===== src/rtl/psw_pkg.sv =====
package psw_pkg;

  // Lower-modulus select: P = 8 << select
  typedef enum logic [1:0] {
    PSEL_8  = 2'd0,
    PSEL_16 = 2'd1,
    PSEL_32 = 2'd2,
    PSEL_64 = 2'd3
  } psel_e;

  localparam int unsigned CORE_LO = 4;  // low count of the 4/5 core

  // number of core passes per prescaler cycle
  function automatic int unsigned ext_count(psel_e s);
    return 32'd2 << int'(s);
  endfunction

  // lower modulus P
  function automatic int unsigned low_mod(psel_e s);
    return CORE_LO * ext_count(s);
  endfunction

endpackage


===== src/rtl/psw_prescaler.sv =====
module psw_prescaler
  import psw_pkg::*;
#(
  parameter int EXT_W  = 4,
  parameter int CORE_W = 3
) (
  input  logic  clk,
  input  logic  rst_n,
  input  psel_e psel,
  input  logic  mod_hi,
  output logic  pre_tick
);

  localparam logic [CORE_W-1:0] CORE_FOUR = CORE_W'(CORE_LO - 1);
  localparam logic [CORE_W-1:0] CORE_FIVE = CORE_W'(CORE_LO);

  logic [CORE_W-1:0] core_q;
  logic [EXT_W-1:0]  ext_q;
  logic [EXT_W-1:0]  ext_last;
  logic [CORE_W-1:0] core_last;
  logic              last_pass;

  always_comb begin
    ext_last  = EXT_W'(ext_count(psel) - 1);
    last_pass = (ext_q == ext_last);
    core_last = (mod_hi && last_pass) ? CORE_FIVE : CORE_FOUR;
    pre_tick  = last_pass && (core_q == core_last);
  end

  always_ff @(posedge clk) begin
    if (!rst_n) begin
      core_q <= '0;
      ext_q  <= '0;
    end else if (pre_tick) begin
      core_q <= '0;
      ext_q  <= '0;
    end else if (core_q == core_last) begin
      core_q <= '0;
      ext_q  <= ext_q + 1'b1;
    end else begin
      core_q <= core_q + 1'b1;
    end
  end

  // a fifth core count only in the final pass of a P+1 cycle
  p_five_in_last_pass_r4: assert property (@(posedge clk) disable iff (!rst_n)
    (core_q == CORE_FIVE) |-> (mod_hi && ext_q == ext_last));

endmodule


===== src/rtl/psw_swallow.sv =====
module psw_swallow #(
  parameter int A_W   = 6,
  parameter int B_W   = 13,
  parameter int DEF_A = 0,
  parameter int DEF_B = 3
) (
  input  logic           clk,
  input  logic           rst_n,
  input  logic           pre_tick,
  input  logic [A_W-1:0] ld_a,
  input  logic [B_W-1:0] ld_b,
  output logic           mod_hi,
  output logic           period_end,
  output logic           div_pulse
);

  logic [A_W-1:0] a_q;
  logic [B_W-1:0] b_q;

  always_comb begin
    mod_hi     = (a_q != '0);
    period_end = pre_tick && (b_q == B_W'(1));
  end

  always_ff @(posedge clk) begin
    if (!rst_n) begin
      a_q       <= A_W'(DEF_A);
      b_q       <= B_W'(DEF_B);
      div_pulse <= 1'b0;
    end else begin
      div_pulse <= period_end;
      if (period_end) begin
        a_q <= ld_a;
        b_q <= ld_b;
      end else if (pre_tick) begin
        b_q <= b_q - 1'b1;
        if (a_q != '0) a_q <= a_q - 1'b1;
      end
    end
  end

  // swallow count never overtakes main count
  p_a_within_b_r5: assert property (@(posedge clk) disable iff (!rst_n)
    ({{(B_W-A_W){1'b0}}, a_q} <= b_q));
  // main count never rests at zero
  p_b_live_r1: assert property (@(posedge clk) disable iff (!rst_n)
    (b_q != '0));
  // single-cycle output
  p_pulse_narrow_r3: assert property (@(posedge clk) disable iff (!rst_n)
    div_pulse |=> !div_pulse);

endmodule


===== src/rtl/psw_cfg.sv =====
module psw_cfg
  import psw_pkg::*;
#(
  parameter int    A_W      = 6,
  parameter int    B_W      = 13,
  parameter int    B_MIN    = 3,
  parameter psel_e DEF_PSEL = PSEL_8,
  parameter int    DEF_A    = 0,
  parameter int    DEF_B    = 3
) (
  input  logic           clk,
  input  logic           rst_n,
  input  logic           cfg_load,
  input  logic [1:0]     cfg_psel,
  input  logic [A_W-1:0] cfg_swallow,
  input  logic [B_W-1:0] cfg_main,
  input  logic           period_end,
  output psel_e          act_psel,
  output logic [A_W-1:0] pend_a,
  output logic [B_W-1:0] pend_b,
  output logic           cfg_err,
  output logic           cfg_slow
);

  psel_e          pend_psel;
  logic [A_W-1:0] act_a;
  logic [B_W-1:0] act_b;
  logic           bad_in;
  logic [31:0]    p_val, n_val, lim_val;

  always_comb begin
    bad_in = (cfg_main < B_W'(B_MIN)) ||
             ({{(B_W-A_W){1'b0}}, cfg_swallow} > cfg_main);
    p_val   = low_mod(act_psel);
    n_val   = 32'(act_b) * p_val + 32'(act_a);
    lim_val = p_val * p_val - p_val;
    cfg_slow = (n_val < lim_val);
  end

  always_ff @(posedge clk) begin
    if (!rst_n) begin
      pend_psel <= DEF_PSEL;
      pend_a    <= A_W'(DEF_A);
      pend_b    <= B_W'(DEF_B);
      act_psel  <= DEF_PSEL;
      act_a     <= A_W'(DEF_A);
      act_b     <= B_W'(DEF_B);
      cfg_err   <= 1'b0;
    end else begin
      if (cfg_load) begin
        if (bad_in) begin
          cfg_err <= 1'b1;
        end else begin
          cfg_err   <= 1'b0;
          pend_psel <= psel_e'(cfg_psel);
          pend_a    <= cfg_swallow;
          pend_b    <= cfg_main;
        end
      end
      if (period_end) begin
        act_psel <= pend_psel;
        act_a    <= pend_a;
        act_b    <= pend_b;
      end
    end
  end

  // refused setting leaves the pending setting alone and flags
  p_refuse_holds_r6: assert property (@(posedge clk) disable iff (!rst_n)
    (cfg_load && ((cfg_main < B_W'(B_MIN)) ||
                  ({{(B_W-A_W){1'b0}}, cfg_swallow} > cfg_main)))
    |=> (cfg_err && pend_a == $past(pend_a) && pend_b == $past(pend_b)
         && pend_psel == $past(pend_psel)));
  // accepted setting clears the flag
  p_accept_clears_r7: assert property (@(posedge clk) disable iff (!rst_n)
    (cfg_load && cfg_main >= B_W'(B_MIN) &&
     {{(B_W-A_W){1'b0}}, cfg_swallow} <= cfg_main) |=> !cfg_err);
  // active setting moves only on a period boundary
  p_boundary_only_r8: assert property (@(posedge clk) disable iff (!rst_n)
    !period_end |=> ($stable(act_a) && $stable(act_b) && $stable(act_psel)));

endmodule


===== src/rtl/psw_divider.sv =====
module psw_divider
  import psw_pkg::*;
#(
  parameter int    A_W      = 6,
  parameter int    B_W      = 13,
  parameter int    B_MIN    = 3,
  parameter psel_e DEF_PSEL = PSEL_8,
  parameter int    DEF_A    = 0,
  parameter int    DEF_B    = 3,
  parameter int    EXT_W    = 4,
  parameter int    CORE_W   = 3
) (
  input  logic           clk,
  input  logic           rst_n,
  input  logic           cfg_load,
  input  logic [1:0]     cfg_psel,
  input  logic [A_W-1:0] cfg_swallow,
  input  logic [B_W-1:0] cfg_main,
  output logic           div_pulse,
  output logic           cfg_err,
  output logic           cfg_slow
);

  psel_e          act_psel;
  logic [A_W-1:0] pend_a;
  logic [B_W-1:0] pend_b;
  logic           mod_hi;
  logic           pre_tick;
  logic           period_end;

  psw_cfg #(
    .A_W(A_W), .B_W(B_W), .B_MIN(B_MIN),
    .DEF_PSEL(DEF_PSEL), .DEF_A(DEF_A), .DEF_B(DEF_B)
  ) u_cfg (
    .clk(clk), .rst_n(rst_n),
    .cfg_load(cfg_load), .cfg_psel(cfg_psel),
    .cfg_swallow(cfg_swallow), .cfg_main(cfg_main),
    .period_end(period_end),
    .act_psel(act_psel), .pend_a(pend_a), .pend_b(pend_b),
    .cfg_err(cfg_err), .cfg_slow(cfg_slow)
  );

  psw_prescaler #(.EXT_W(EXT_W), .CORE_W(CORE_W)) u_pre (
    .clk(clk), .rst_n(rst_n),
    .psel(act_psel), .mod_hi(mod_hi), .pre_tick(pre_tick)
  );

  psw_swallow #(
    .A_W(A_W), .B_W(B_W), .DEF_A(DEF_A), .DEF_B(DEF_B)
  ) u_sw (
    .clk(clk), .rst_n(rst_n),
    .pre_tick(pre_tick), .ld_a(pend_a), .ld_b(pend_b),
    .mod_hi(mod_hi), .period_end(period_end), .div_pulse(div_pulse)
  );

endmodule


===== config.mk =====
export PLATFORM = sky130hd
export DESIGN_NAME = psw_divider
export DESIGN_NICKNAME = d
export VERILOG_FILES = /design/src/rtl/psw_pkg.sv /design/src/rtl/psw_prescaler.sv /design/src/rtl/psw_swallow.sv /design/src/rtl/psw_cfg.sv /design/src/rtl/psw_divider.sv
export SDC_FILE = /design/constraint.sdc
export NUM_CORES = 1
export LEC_CHECK = 0
export ABC_AREA = 1
export BUFFER_PORTS_ARGS = -buffer_cell sky130_fd_sc_hd__buf_2
export CORE_ASPECT_RATIO = 0.7
export CORE_MARGIN = 3
export CORE_UTILIZATION = 50
export DETAILED_ROUTE_END_ITERATION = 10
export GPL_TIMING_DRIVEN = 1
export PLACE_DENSITY_LB_ADDON = 0.15
export SYNTH_ARGS = -nofsm -noshare
export SYNTH_HDL_FRONTEND = slang
export SYNTH_SLANG_ARGS = --single-unit

===== constraint.sdc =====
create_clock -name clk -period 8.2 [get_ports clk]
set_input_delay 0.41 -clock clk [delete_from_list [all_inputs] [get_ports clk]]
set_output_delay 0.41 -clock clk [all_outputs]
set_load 0.01 [all_outputs]

# Word level (Yosys, flattened, before mapping)
# Index checks and enable logic that the tools add are counted.
totals:
  ff_bits: 70
  output_inout_bits: 3
  word_cells: 48
op_classes:
  add_sub_neg: 7
  multipliers: 2
  n_lt_le_gt_ge: 3
  eq_ne: 3
  n_shift: 1
  muxes: 7
  bitwise: 2
  n_reduce_logical: 11
op_table:
  columns: ["operator", "count"]
  rows:
  - ["$add 32x6->32", 1]
  - ["$lt 32x32->1", 1]
  - ["$sub 32x32->32", 1]
  - ["$mul 13x30->30", 1]
  - ["$mul 30x30->28", 1]
  - ["$shl 2x2->30 const A", 1]
  - ["$mux 13", 2]
  - ["$mux 6", 3]
  - ["$eq 13x1->1 const B", 1]
  - ["$gt 6x13->1", 1]
  - ["$lt 13x2->1 const B", 1]
  - ["$sub 13x1->13 const B", 1]
  - ["$reduce_bool 6->1", 1]
  - ["$sub 6x1->6 const B", 1]
  - ["$add 4x1->4 const B", 1]
  - ["$eq 4x4->1", 1]
  - ["$reduce_and 2->1", 2]
  - ["$reduce_bool 2->1", 2]
  - ["$sub 4x1->4 const B", 1]
  - ["$add 3x1->3 const B", 1]
  - ["$eq 3x3->1", 1]
  - ["$logic_and 1x1->1", 3]
  - ["$mux 3", 1]
  - ["$reduce_or 3->1", 1]
  - ["other kinds (4)", 5]

# Logic depth before layout (Yosys ltp)
# Gate-level depths: netlist (run 1).
logic_depth:
  word_depth: 10
  ltp_mapped: 36
  mapped_depth_nobuf: 34

# Cells and area by module
# Synthesis (run 1) repeated with hierarchy kept, for this count alone.
hier_totals:
  cells_unflattened: 1095
  area_unflattened_um2: 7480.9
by_module_without_submodules:
  columns: ["mod", "instances", "cells_each", "area_per_inst_um2"]
  rows:
  - ["psw_cfg", 1, 798, 5539.1]
  - ["psw_swallow", 1, 239, 1492.7]
  - ["psw_prescaler", 1, 58, 449.2]

# Least setup slack after synthesis (run 1)
# Ideal clock, no wire load.
synth_timing:
  kind: "register -> output"
  from: "register u_cfg.act_psel[0]"
  to: "output port cfg_slow"
  arrival_time_ns: 5.497
  required_time_ns: 7.790
  slack_ns: 2.293
  path_stages_with_launch: 32
  path_buffers: 2
  cell_sequence: "dfxtp_1 > inv_1 > ha_1 > buf_6 > clkbuf_1 > nand2_1 > fa_1 > fa_1 > inv_1 > ha_1 > ha_1 > fa_1 > inv_1 > fa_1 > inv_1 > nand2_1 > nand2_1 > nand3_1 > nand3_1 > nand2_1 > nor2_2 > inv_1 > nor2_1 > nand2_1 > xor2_1 > inv_1 > ha_1 > a21oi_1 > o21ai_0 > a21oi_1 > o211ai_1 > nand3b_1"
synth_between:
  elab_chain_len: 4
  elab_cells_between_ends: 6
  classes_between: "2 x add/sub; 2 x mul; 1 x order compare; 1 x shift"
synth_lines:
  columns: ["element", "line", "rtl"]
  rows:
  - ["start: declaration", "psw_cfg.sv:18", "output psel_e act_psel,"]
  - ["start signal: assignment", "psw_cfg.sv:61", "act_psel <= pend_psel;"]
  - ["$shl 2x2->30 *", "psw_pkg.sv:15", "return 32'd2 << int'(s);"]
  - ["$mul 13x30->30 or $mul 30x30->28 (tied branches)", "psw_cfg.sv:35, psw_cfg.sv:36", null]
  - ["$add 32x6->32 or $sub 32x32->32 (tied branches)", "psw_cfg.sv:35, psw_cfg.sv:36", null]
  - ["$lt 32x32->1 *", "psw_cfg.sv:37", "cfg_slow = (n_val < lim_val);"]
  - ["end: declaration", "psw_divider.sv:21", "output logic cfg_slow"]
# Mark *: on every way between the ends. The rest lies on a longest branch, timed or not.

# Final worst setup path (run 1)
layout_timing:
  from: "register u_cfg.act_psel[1]"
  to: "output port cfg_slow"
# Same word-level chain as after synthesis.

==> load_flow_metrics.sql, run 1 <==
INSERT INTO impl_metrics (metric_group, metric, value, unit) VALUES
('critical_path', 'timing.setup.critical_path_class', 'flop to primary output', ''),
('worst_hold_path', 'min_path_type', 'input pin to flop', ''),
('drt', 'drt-total-wl', '14900', 'um'),
('pwr', 'irDropWorstVdd', '0.000120', 'V'),
('synth', 'synth_edf_count', '0', ''),
('place', 'placed_cell_area', '7420', 'um^2'),
('layout', 'final_cell_count_no_fill', '1254', ''),
('layout', 'finish.net_count', '1237', ''),
('layout', 'drive_gt1_frac', '0.0617', ''),
('synth', 'synth_warnings', '0', ''),
('synth', 'synthTopCellsByArea', 'sky130_fd_sc_hd__ha_1 (21%), sky130_fd_sc_hd__dfxtp_1 (19%), sky130_fd_sc_hd__nand2_1 (14%)', ''),
('die', 'die_h', '106', 'um'),
('clock_tree', 'cts-buffers-inserted', '9', ''),
('synth', 'synthXorXnorAreaFrac', '0.0414', ''),
('synth', 'synthesis.area', '7190', 'um^2'),
('sta', 'finalCritPeriodShare', '0.840', ''),
('sta', 'max_slew.worst_pin.slew', '0.997', 'ns'),
('layout', 'n_antenna_cell', '0', ''),
('sta', 'timing.final.ws_setup', '1.31', 'ns'),
('layout', 'postLayoutCoreUtil', '0.564', ''),
('synth', 'async_flop_share', '0', ''),
('clock_tree', 'tritoncts', 'done', ''),
('sta', 'clock-skew-final', '0.00482', 'ns'),
('clock_tree', 'cts-resized-gates', '0', ''),
('synth', 'yosys-top-cells-count', 'sky130_fd_sc_hd__nand2_1 (270), sky130_fd_sc_hd__inv_1 (200), sky130_fd_sc_hd__ha_1 (123), sky130_fd_sc_hd__nand3_1 (77), sky130_fd_sc_hd__a21oi_1 (76)', ''),
('clock_tree', 'ctsRootBufferMaster', 'sky130_fd_sc_hd__clkbuf_16', ''),
('global_routing', 'grt.total_usage', '0.202', ''),
('place', 'post-place-cells', '1238', ''),
('die', 'floorplan.rows', '35', ''),
('die', 'floorplan.initialDensity', '0.528', ''),
('drt', 'routed-via-count', '6164', ''),
('drt', 'dr_wl_cell', '11.9', 'um'),
('critical_path', 'worst-endpoint-required', '7.79', 'ns'),
('clock_tree', 'clock_net_sink_count', '67', ''),
('sta', 'max_slew_margin', '0.332', ''),
('global_routing', 'grt_antenna_before_repair', '0', ''),
('synth', 'syn_inst', '1049', ''),
('clock_tree', 'clkLatencyLatePin', '0.33', 'ns'),
('critical_path', 'critPathCaptureType', 'primary output', ''),
('die', 'dieArea', '15900', 'um^2'),
('drt', 'detail-route-antenna-nets', '0', ''),
('critical_path', 'cp_data_arrival_time', '6.48', 'ns'),
('flow_run', 'maxCapViolCount', '0', ''),
('clock_tree', 'cts_htree_levels', '3', ''),
('place', 'io_buffers', '26', ''),
('global_routing', 'globalRoute.totalOverflow', '0', ''),
('die', 'floorplan.die.width', '149', 'um'),
('global_routing', 'grt_first_pass_wirelength', '26700', 'um'),
('outcome', 'outcome', 'complete, no violations', ''),
('synth', 'synth_seq_cells', '67', ''),
('sta', 'unrepaired_setup_endpoints_after_global_routing', 'no', ''),
('sta', 'timing.final.setup_violations', '0', ''),
('pwr', 'report.power.total', '0.727', 'mW'),
('clock_tree', 'clk_transition_reported_paths', '0.05', 'ns'),
('synth', 'synth-compound-area-share', '0.0802', ''),
('sta', 'achievable-frequency', '145', 'MHz'),
('pwr', 'pwr_density', '94.6', 'nW/um^2'),
('layout', 'number_of_filler_cells_placed_in_the_layout', '1365', ''),
('sta', 'setup_total_negative_slack', '0', 'ns'),
('critical_path', 'max_stage_delay', '0.76', 'ns'),
('synth', 'avgSynthCellArea', '6.85', 'um^2'),
('synth', 'yosys.area_share.adder', '0.286', ''),
('clock_tree', 'holdBufCountCts', '0', ''),
('layout', 'layout-area-overhead-vs-synth', '6.82', '%'),
('drt', 'first_pass_iters', '5', ''),
('pwr', 'leakagePower', '4.53', 'nW'),
('synth', 'synth.lib_cells_used.distinct', '42', ''),
('place', 'post-place-ws', '1.67', 'ns'),
('global_routing', 'grt_pass1_vias', '5745', ''),
('clock_tree', 'post-cts-setup-buffer-count', '0', ''),
('critical_path', 'crit_path_start_kind', 'flop', '');
-- flip-flops by register name (all words and copies together) (netlist names), 3 cells and up --
register / count
u_cfg.act_b: 13
u_cfg.pend_b: 13
u_sw.b_q: 13
u_cfg.pend_a: 6
u_sw.a_q: 6
u_pre.ext_q: 4
u_cfg.act_a: 3
u_pre.core_q: 3
-- cell usage in the layout, fill, tap and decap left out, types with 5 or more instances in the layout --
cell / Yosys / routed
sky130_fd_sc_hd__nand3_1: 77 / 77
sky130_fd_sc_hd__nand4_1: 14 / 14
sky130_fd_sc_hd__a21oi_1: 76 / 76
sky130_fd_sc_hd__buf_2: 9 / 26
sky130_fd_sc_hd__o21ai_0: 24 / 24
sky130_fd_sc_hd__nor3_1: 10 / 10
sky130_fd_sc_hd__nand2_1: 270 / 270
sky130_fd_sc_hd__dfxtp_1: 67 / 67
sky130_fd_sc_hd__inv_1: 200 / 200
sky130_fd_sc_hd__fa_1: 26 / 26
sky130_fd_sc_hd__clkbuf_16: 0 / 9
sky130_fd_sc_hd__clkinv_2: 0 / 5
sky130_fd_sc_hd__xnor2_1: 6 / 6
sky130_fd_sc_hd__nor2_1: 61 / 61
sky130_fd_sc_hd__ha_1: 123 / 123
sky130_fd_sc_hd__xor2_1: 28 / 28
-- path summary, 6_finish.rpt --
kind	from	endpoint	slack, ns	cells after the start
setup / recovery	u_cfg.act_psel[1]	cfg_slow	1.31	28
hold / removal	cfg_main[10]	u_cfg.pend_b[10]	0.36	3
setup reg to reg	u_cfg.act_psel[1]	u_sw.b_q[2]	4.66	13
hold reg to reg	u_cfg.pend_b[7]	u_cfg.pend_b[7]	0.45	2
-- power by group --
part	switching, mW	internal [mW]	leakage, nW
Clock	0.138	0.201	0.132
Combinational	0.0296	0.0177	3.85
Sequential	0.00548	0.335	0.545
Total	0.173	0.554	4.53
-- logic make-up (layout without fill, tap and decap cells) --
logic type,count (synthesis),count (layout)
simple gates,457,457
buf+inv,229,247
fa+ha+maj,149,149
compound gates,111,111
flops,67,67
xor+xnor,34,34
other cells,2,4
-- critical path, delay by kind of cell (launching register included) --
kind            cells  cell delay [ns]
compound gates      5             0.89
xor+xnor            1             0.19
fa+ha+maj           8             3.11
buf+inv             6             0.50
flops               1             0.42
simple gates        8             1.03
-- metal layers --
metal	global-route usage	vias to the layer above	part of all wire
li1	-	3322	-
met2	0.286	94	0.38
met5	0	-	0
met1	0.318	2740	0.57
met3	0.0401	8	0.041
met4	0.0314	0	0.0059
-- final cells by class --
type | count | area [um^2] | share of cell area
Clock buffer | 10 | 229 | 0.0298
Clock inverter | 6 | 32.5 | 0.00424
Inverter | 203 | 764 | 0.0995
Multi-Input combinational cell | 755 | 4940 | 0.643
Sequential cell | 67 | 1340 | 0.175
Tap cell | 185 | 231 | 0.0301
Timing Repair Buffer | 28 | 145 | 0.0189
Note: power is estimated with default switching activity, not from simulation.
==> run 2, diff against run 1 <==
==> constraint.sdc (replaced) <==
create_clock -name clk -period 6.29 [get_ports clk]
set_input_delay 0.3145 -clock clk [delete_from_list [all_inputs] [get_ports clk]]
set_output_delay 0.3145 -clock clk [all_outputs]
set_load 0.01 [all_outputs]
==> run 2 against run 1 <==
Compared with the run above: clock-buffer cell count rose by 5; critical path type unchanged; combinational power grew 32%; global-route usage grew 0.35 points; non-clock buffer count increased by 18; clock skew barely moved.
==> load_flow_metrics.sql, run 2 (synthesized netlist as in run 1, its figures left out) <==
INSERT INTO impl_metrics (metric_group, metric, value, unit) VALUES
('die', 'floorplan.die.width', '149', 'um'),
('worst_hold_path', 'timing.hold.worst_endpoint', 'u_cfg.pend_b[9]', ''),
('critical_path', 'crit_path_start_kind', 'flop', ''),
('drt', 'drt_iter0_markers', '319', ''),
('outcome', 'outcome', 'complete, no violations', ''),
('layout', 'mostFrequentLayoutCells', 'sky130_fd_sc_hd__nand2_1 (254), sky130_fd_sc_hd__inv_1 (196), sky130_fd_sc_hd__ha_1 (111)', ''),
('pwr', 'leakagePower', '4.63', 'nW'),
('layout', 'most_frequent_standard_cell_in_the_layout_excluding_fill_and_tap_cells', 'sky130_fd_sc_hd__nand2_1', ''),
('drt', 'drt_drc_violations_left', '0', ''),
('layout', 'layout-area-overhead-vs-synth', '13.3', '%'),
('clock_tree', 'clkLatencyLatePin', '0.33', 'ns'),
('critical_path', 'timing.setup.critical_path_class', 'flop to primary output', ''),
('critical_path', 'critPathCaptureType', 'primary output', ''),
('drt', 'routed-via-count', '6331', ''),
('drt', 'route.detailed.vias_per_inst', '4.98', ''),
('critical_path', 'reg2regPathDepth', '15', ''),
('pwr', 'irDropWorstVdd', '0.000173', 'V'),
('sta', 'clock-skew-final', '0.00457', 'ns'),
('clock_tree', 'clk_transition_reported_paths', '0.05', 'ns'),
('clock_tree', 'holdBufCountCts', '0', ''),
('drt', 'first_pass_iters', '5', ''),
('critical_path', 'worst-endpoint-required', '5.98', 'ns'),
('clock_tree', 'cts-buffers-inserted', '9', ''),
('sta', 'min_period', '6.03', 'ns'),
('sta', 'finalCritPeriodShare', '0.959', ''),
('place', 'placed_cell_area', '7460', 'um^2'),
('critical_path', 'r2r-end', 'u_sw.b_q[2]', ''),
('global_routing', 'grt_first_pass_wirelength', '27000', 'um'),
('critical_path', 'cp_slowest_cell', 'sky130_fd_sc_hd__fa_1', ''),
('sta', 'timing.final.setup_violations', '0', ''),
('sta', 'timing.final.ws_setup', '0.257', 'ns'),
('die', 'io_pins', '27', ''),
('global_routing', 'pin_count_of_the_biggest_net_entering_global_routing', '36', ''),
('sta', 'final_max_slew_viol_count', '0', ''),
('sta', 'achievable-frequency', '166', 'MHz'),
('clock_tree', 'buffer_levels_on_the_longest_clock_path', '2', ''),
('critical_path', 'critical_path.reg2reg.startpoint', 'u_cfg.act_psel[1]', ''),
('critical_path', 'reg2reg_slack', '2.95', 'ns'),
('place', 'io_buffers', '26', ''),
('critical_path', 'cp_data_arrival_time', '5.72', 'ns'),
('pwr', 'report.power.total', '0.986', 'mW'),
('layout', 'finish.net_count', '1255', ''),
('layout', 'largest_registers', 'u_cfg.act_b: 13 flops, u_cfg.pend_b: 13 flops, u_sw.b_q: 13 flops', ''),
('global_routing', 'grt.total_usage', '0.206', ''),
('die', 'floorplan.rows', '35', ''),
('layout', 'finalInstanceArea', '8150', 'um^2'),
('sta', 'timing_hold_violations_final', '0', ''),
('clock_tree', 'cts_htree_levels', '3', ''),
('drt', 'dr_wl_cell', '12.3', 'um'),
('clock_tree', 'ctsRootBufferMaster', 'sky130_fd_sc_hd__clkbuf_16', ''),
('die', 'dieArea', '15900', 'um^2'),
('global_routing', 'globalRoute.totalOverflow', '0', ''),
('place', 'gp_congestion', '0.854', ''),
('place', 'half_perimeter_wire_length_of_the_detailed_placement_result', '12300', 'um'),
('critical_path', 'max_stage_delay', '0.54', 'ns'),
('sta', 'max_slew_margin', '0.338', ''),
('drt', 'detail-route-antenna-nets', '0', ''),
('pwr', 'pwr_density', '121', 'nW/um^2'),
('die', 'die_h', '106', 'um'),
('layout', 'drive_gt1_frac', '0.128', ''),
('die', 'placeableCoreArea', '13600', 'um^2'),
('global_routing', 'grt_pass1_vias', '5733', ''),
('worst_hold_path', 'timing.hold.worst.start', 'cfg_main[9]', ''),
('drt', 'drt-total-wl', '15700', 'um'),
('place', 'post-place-ws', '0.0414', 'ns'),
('clock_tree', 'clock_net_sink_count', '67', ''),
('global_routing', 'grt_antenna_before_repair', '0', ''),
('die', 'floorplan.initialDensity', '0.528', ''),
('worst_hold_path', 'whs_path_cells', '3', ''),
('layout', 'n_antenna_cell', '0', ''),
('critical_path', 'crit_path_max_fanout', '5', ''),
('flow_run', 'maxCapViolCount', '0', ''),
('worst_hold_path', 'min_path_type', 'input pin to flop', ''),
('sta', 'max_slew.worst_pin.slew', '0.987', 'ns'),
('clock_tree', 'tritoncts', 'done', '');
-- run 2: cell count changes in the layout (fill, tap and decap cells not counted), moves of 4 or more --
cell,change
sky130_fd_sc_hd__ha_1,-12
sky130_fd_sc_hd__nor2_2,+6
sky130_fd_sc_hd__clkbuf_8,+4
sky130_fd_sc_hd__buf_4,+15
sky130_fd_sc_hd__nor2_4,+4
sky130_fd_sc_hd__ha_4,+9
sky130_fd_sc_hd__a21oi_1,-6
sky130_fd_sc_hd__inv_1,-4
sky130_fd_sc_hd__a21oi_2,+5
sky130_fd_sc_hd__nor2_1,-10
sky130_fd_sc_hd__nand2_1,-16
sky130_fd_sc_hd__nand2_2,+15
sky130_fd_sc_hd__clkinv_2,-4
-- run 2: worst max-delay path by stage --
stage / startpoint / endpoint
detailed placement: u_cfg.act_psel[1] / cfg_slow
global placement: u_cfg.act_psel[1] / cfg_slow
global route: u_cfg.act_psel[1] / cfg_slow
floorplan: u_cfg.act_psel[0] / cfg_slow
finish: u_cfg.act_psel[1] / cfg_slow
CTS: u_cfg.act_psel[1] / cfg_slow
-- run 2: per-layer routing --
layer	vias to the layer above	wire length, um	global-route usage
met5	-	0	0
met4	0	87	0.0274
met3	8	640	0.0392
met2	97	6210	0.290
met1	2875	8730	0.328
li1	3351	-	-
-- run 2: power breakdown --
part,switching (mW),internal (mW)
Clock,0.172,0.309
Sequential,0.00708,0.436
Combinational,0.0391,0.0233
Total,0.218,0.768
-- run 2: metrics by stage --
stage	TNS, ns	utilization	instances	hold WS (ns)
final	0	0.598	1272	0.267
after floorplan	0	-	1051	0.424
after detailed placement	0	0.548	1243	0.441
after CTS	0	0.573	1259	0.258
after global placement	0	0.548	1243	0.438
after global routing	-0.0570	0.598	1272	0.278
-- run 2: cell type report --
class | count | area [um^2]
Fill cell | 1294 | 5470
Multi-Input combinational cell | 755 | 5200
Sequential cell | 67 | 1350
Inverter | 203 | 774
Timing Repair Buffer | 46 | 300
Clock buffer | 15 | 288
Tap cell | 185 | 231
Clock inverter | 1 | 5.00
-- run 2: worst max-delay path: cells and delay by family, from the launching register on --
family | cells | cell delay [ns]
DFF | 1 | 0.38
AOI/OAI and AO/OA | 4 | 0.48
and+or+nand+nor | 10 | 0.97
adders and majority gates | 9 | 2.81
xor gates and xnor gates | 1 | 0.15
buffers and inverters | 7 | 0.60
-- run 2: timing repair --
| action | CTS | global route |
|---|---|---|
| endpoints found under the setup margin | 1 | 1 |
| pin swaps | 0 | 30 |
| resized for setup | 13 | 66 |
| buffers inserted | 0 | 13 |
==> run 3, diff against run 2 <==
--- a/config.mk
+++ b/config.mk
@@ -12,7 +12,7 @@
 export CORE_UTILIZATION = 50
 export DETAILED_ROUTE_END_ITERATION = 10
 export GPL_TIMING_DRIVEN = 1
-export PLACE_DENSITY_LB_ADDON = 0.15
+export PLACE_DENSITY = 0.69
 export SYNTH_ARGS = -nofsm -noshare
 export SYNTH_HDL_FRONTEND = slang
 export SYNTH_SLANG_ARGS = --single-unit
==> run 3 against run 2 <==
Compared with the run above: non-clock buffer count rose by 7; combinational power about the same; wire length rose by 2.4%; sequential power about the same; first-iteration DRC count is 32% higher; final cell count is 0.55% higher; via count is 2.0% higher; clock-buffer cell count shrank 4; register-to-register slack lost 0.08 ns; utilization up 0.64 points; global-route usage up 0.45 points.
==> load_flow_metrics.sql, run 3 (synthesized netlist as in run 1, its figures left out) <==
INSERT INTO impl_metrics (metric_group, metric, value, unit) VALUES
('die', 'floorplan.initialDensity', '0.528', ''),
('sta', 'finalCritPeriodShare', '0.951', ''),
('die', 'die_h', '106', 'um'),
('drt', 'drt_iter0_markers', '421', ''),
('sta', 'timing.final.ws_setup', '0.310', 'ns'),
('pwr', 'combinationalPowerShare', '0.062', ''),
('layout', 'drive_gt1_frac', '0.136', ''),
('critical_path', 'critPathCaptureType', 'primary output', ''),
('pwr', 'clock_power_share', '0.495', ''),
('pwr', 'share_of_total_power_consumed_by_net_switching', '0.227', ''),
('layout', 'n_antenna_cell', '0', ''),
('die', 'io_pins', '27', ''),
('place', 'gp_congestion', '0.873', ''),
('global_routing', 'pin_count_of_the_biggest_net_entering_global_routing', '36', ''),
('clock_tree', 'clk_transition_reported_paths', '0.06', 'ns'),
('critical_path', 'max_stage_delay', '0.46', 'ns'),
('place', 'post-place-ws', '-0.0129', 'ns'),
('clock_tree', 'clkLatencyLatePin', '0.33', 'ns'),
('critical_path', 'cp_slowest_cell', 'sky130_fd_sc_hd__fa_1', ''),
('layout', 'mostFrequentLayoutCells', 'sky130_fd_sc_hd__nand2_1 (253), sky130_fd_sc_hd__inv_1 (197), sky130_fd_sc_hd__ha_1 (109)', ''),
('die', 'floorplan.die.width', '149', 'um'),
('place', 'io_buffers', '26', ''),
('global_routing', 'grt_first_pass_wirelength', '27800', 'um'),
('clock_tree', 'buffer_levels_on_the_longest_clock_path', '2', ''),
('clock_tree', 'holdBufCountCts', '0', ''),
('layout', 'finish.net_count', '1262', ''),
('die', 'placeableCoreArea', '13600', 'um^2'),
('drt', 'drt_drc_violations_left', '0', ''),
('die', 'floorplan.rows', '35', ''),
('critical_path', 'critPathTopFamily', 'adder cells', ''),
('outcome', 'outcome', 'complete, no violations', ''),
('die', 'dieArea', '15900', 'um^2'),
('layout', 'finalInstanceArea', '8240', 'um^2'),
('sta', 'achievable-frequency', '167', 'MHz'),
('sta', 'clock-skew-final', '0.00569', 'ns'),
('drt', 'drt-total-wl', '16100', 'um'),
('drt', 'routed-via-count', '6455', ''),
('drt', 'dr_wl_cell', '12.5', 'um'),
('layout', 'most_frequent_standard_cell_in_the_layout_excluding_fill_and_tap_cells', 'sky130_fd_sc_hd__nand2_1', ''),
('pwr', 'irDropWorstVdd', '0.000136', 'V'),
('clock_tree', 'clock_net_sink_count', '67', ''),
('critical_path', 'timing.setup.critical_path_class', 'flop to primary output', ''),
('flow_run', 'maxCapViolCount', '0', ''),
('sta', 'max_slew.worst_pin.slew', '0.993', 'ns'),
('sta', 'final_max_slew_viol_count', '0', ''),
('critical_path', 'timing.critical_path.buf_inv', '6', ''),
('global_routing', 'globalRoute.totalOverflow', '0', ''),
('place', 'half_perimeter_wire_length_of_the_detailed_placement_result', '12400', 'um'),
('clock_tree', 'ctsRootBufferMaster', 'sky130_fd_sc_hd__clkbuf_16', ''),
('critical_path', 'worst-endpoint-required', '5.98', 'ns'),
('critical_path', 'crit_path_start_kind', 'flop', ''),
('critical_path', 'crit_path_max_fanout', '5', ''),
('place', 'placed_cell_area', '7460', 'um^2'),
('sta', 'timing_hold_violations_final', '0', ''),
('clock_tree', 'tritoncts', 'done', ''),
('sta', 'setup_total_negative_slack', '0', 'ns'),
('pwr', 'leakagePower', '4.67', 'nW'),
('sta', 'max_slew_margin', '0.334', ''),
('place', 'post-place-cells', '1243', ''),
('global_routing', 'grt_pass1_vias', '6002', ''),
('drt', 'detail-route-antenna-nets', '0', ''),
('drt', 'route.detailed.vias_per_inst', '5.05', ''),
('critical_path', 'cp_data_arrival_time', '5.67', 'ns'),
('pwr', 'switchingPower', '0.228', 'mW'),
('drt', 'first_pass_iters', '5', ''),
('layout', 'final_cell_count_no_fill', '1279', ''),
('layout', 'number_of_filler_cells_placed_in_the_layout', '1282', ''),
('global_routing', 'grt_antenna_before_repair', '0', ''),
('sta', 'timing.final.setup_violations', '0', ''),
('sta', 'min_period', '5.98', 'ns'),
('layout', 'layout-area-overhead-vs-synth', '14.6', '%'),
('global_routing', 'grt.total_usage', '0.210', ''),
('clock_tree', 'cts-buffers-inserted', '9', ''),
('pwr', 'power_report.internal_total', '0.774', 'mW'),
('pwr', 'seq_power_share', '0.442', ''),
('layout', 'postLayoutCoreUtil', '0.605', ''),
('worst_hold_path', 'min_path_type', 'input pin to flop', ''),
('clock_tree', 'cts_htree_levels', '3', ''),
('layout', 'largest_registers', 'u_cfg.act_b: 13 flops, u_cfg.pend_b: 13 flops, u_sw.b_q: 13 flops', ''),
('pwr', 'pwr_density', '122', 'nW/um^2');
==> run 3: routing by layer <==
| metal | part of all wire | wire [um] | global-route usage |
|---|---|---|---|
| met1 | 0.54 | 8710 | 0.331 |
| met2 | 0.41 | 6550 | 0.300 |
| met3 | 0.048 | 769 | 0.0362 |
| met4 | 0.0014 | 23 | 0.0333 |
| met5 | 0 | 0 | 0 |
==> run 3: stage by stage <==
stage / power, mW / hold slack (ns)
after global placement: 0.513 / 0.438
final: 1.00 / 0.262
after global routing: 1.04 / 0.263
after CTS: 1.01 / 0.254
after floorplan: 0.494 / 0.424
after detailed placement: 0.514 / 0.437
==> run 3: path summary, 6_finish.rpt <==
path	start	slack, ns	endpoint	depth (start not counted)
max	u_cfg.act_psel[0]	0.31	cfg_slow	31
min reg2reg	u_cfg.pend_b[8]	0.44	u_cfg.pend_b[8]	2
min	cfg_main[0]	0.26	u_cfg.pend_b[0]	3
max reg2reg	u_cfg.act_psel[0]	2.87	u_cfg.act_b[2]	15
==> run 3: cell type report <==
cell class	instances	area (um^2)	area share
Timing Repair Buffer	53	349	0.0424
Clock buffer	11	243	0.0295
Clock inverter	5	52.6	0.00638
Inverter	203	772	0.0937
Tap cell	185	231	0.0281
Multi-Input combinational cell	755	5240	0.636
Sequential cell	67	1350	0.164
==> run 3: power groups by stage <==
stage | clock, mW | sequential, mW | combinational [mW]
floorplan | 0 | 0.451 | 0.0432
global placement | 0 | 0.452 | 0.0607
detailed placement | 0 | 0.453 | 0.0613
CTS | 0.504 | 0.443 | 0.0619
global route | 0.525 | 0.444 | 0.0719
finish | 0.496 | 0.443 | 0.0624
==> run 3: tightest hold or removal path: stages <==
cell	delay [ns]
sky130_fd_sc_hd__buf_2	0.10
sky130_fd_sc_hd__nand3_1	0.07
sky130_fd_sc_hd__nand3_1	0.08
==> run 3: what timing repair did <==
item	CTS	global route
setup buffers	12	8
endpoints found under the setup margin	1	1
pin swaps	8	29
gates resized for setup	18	62
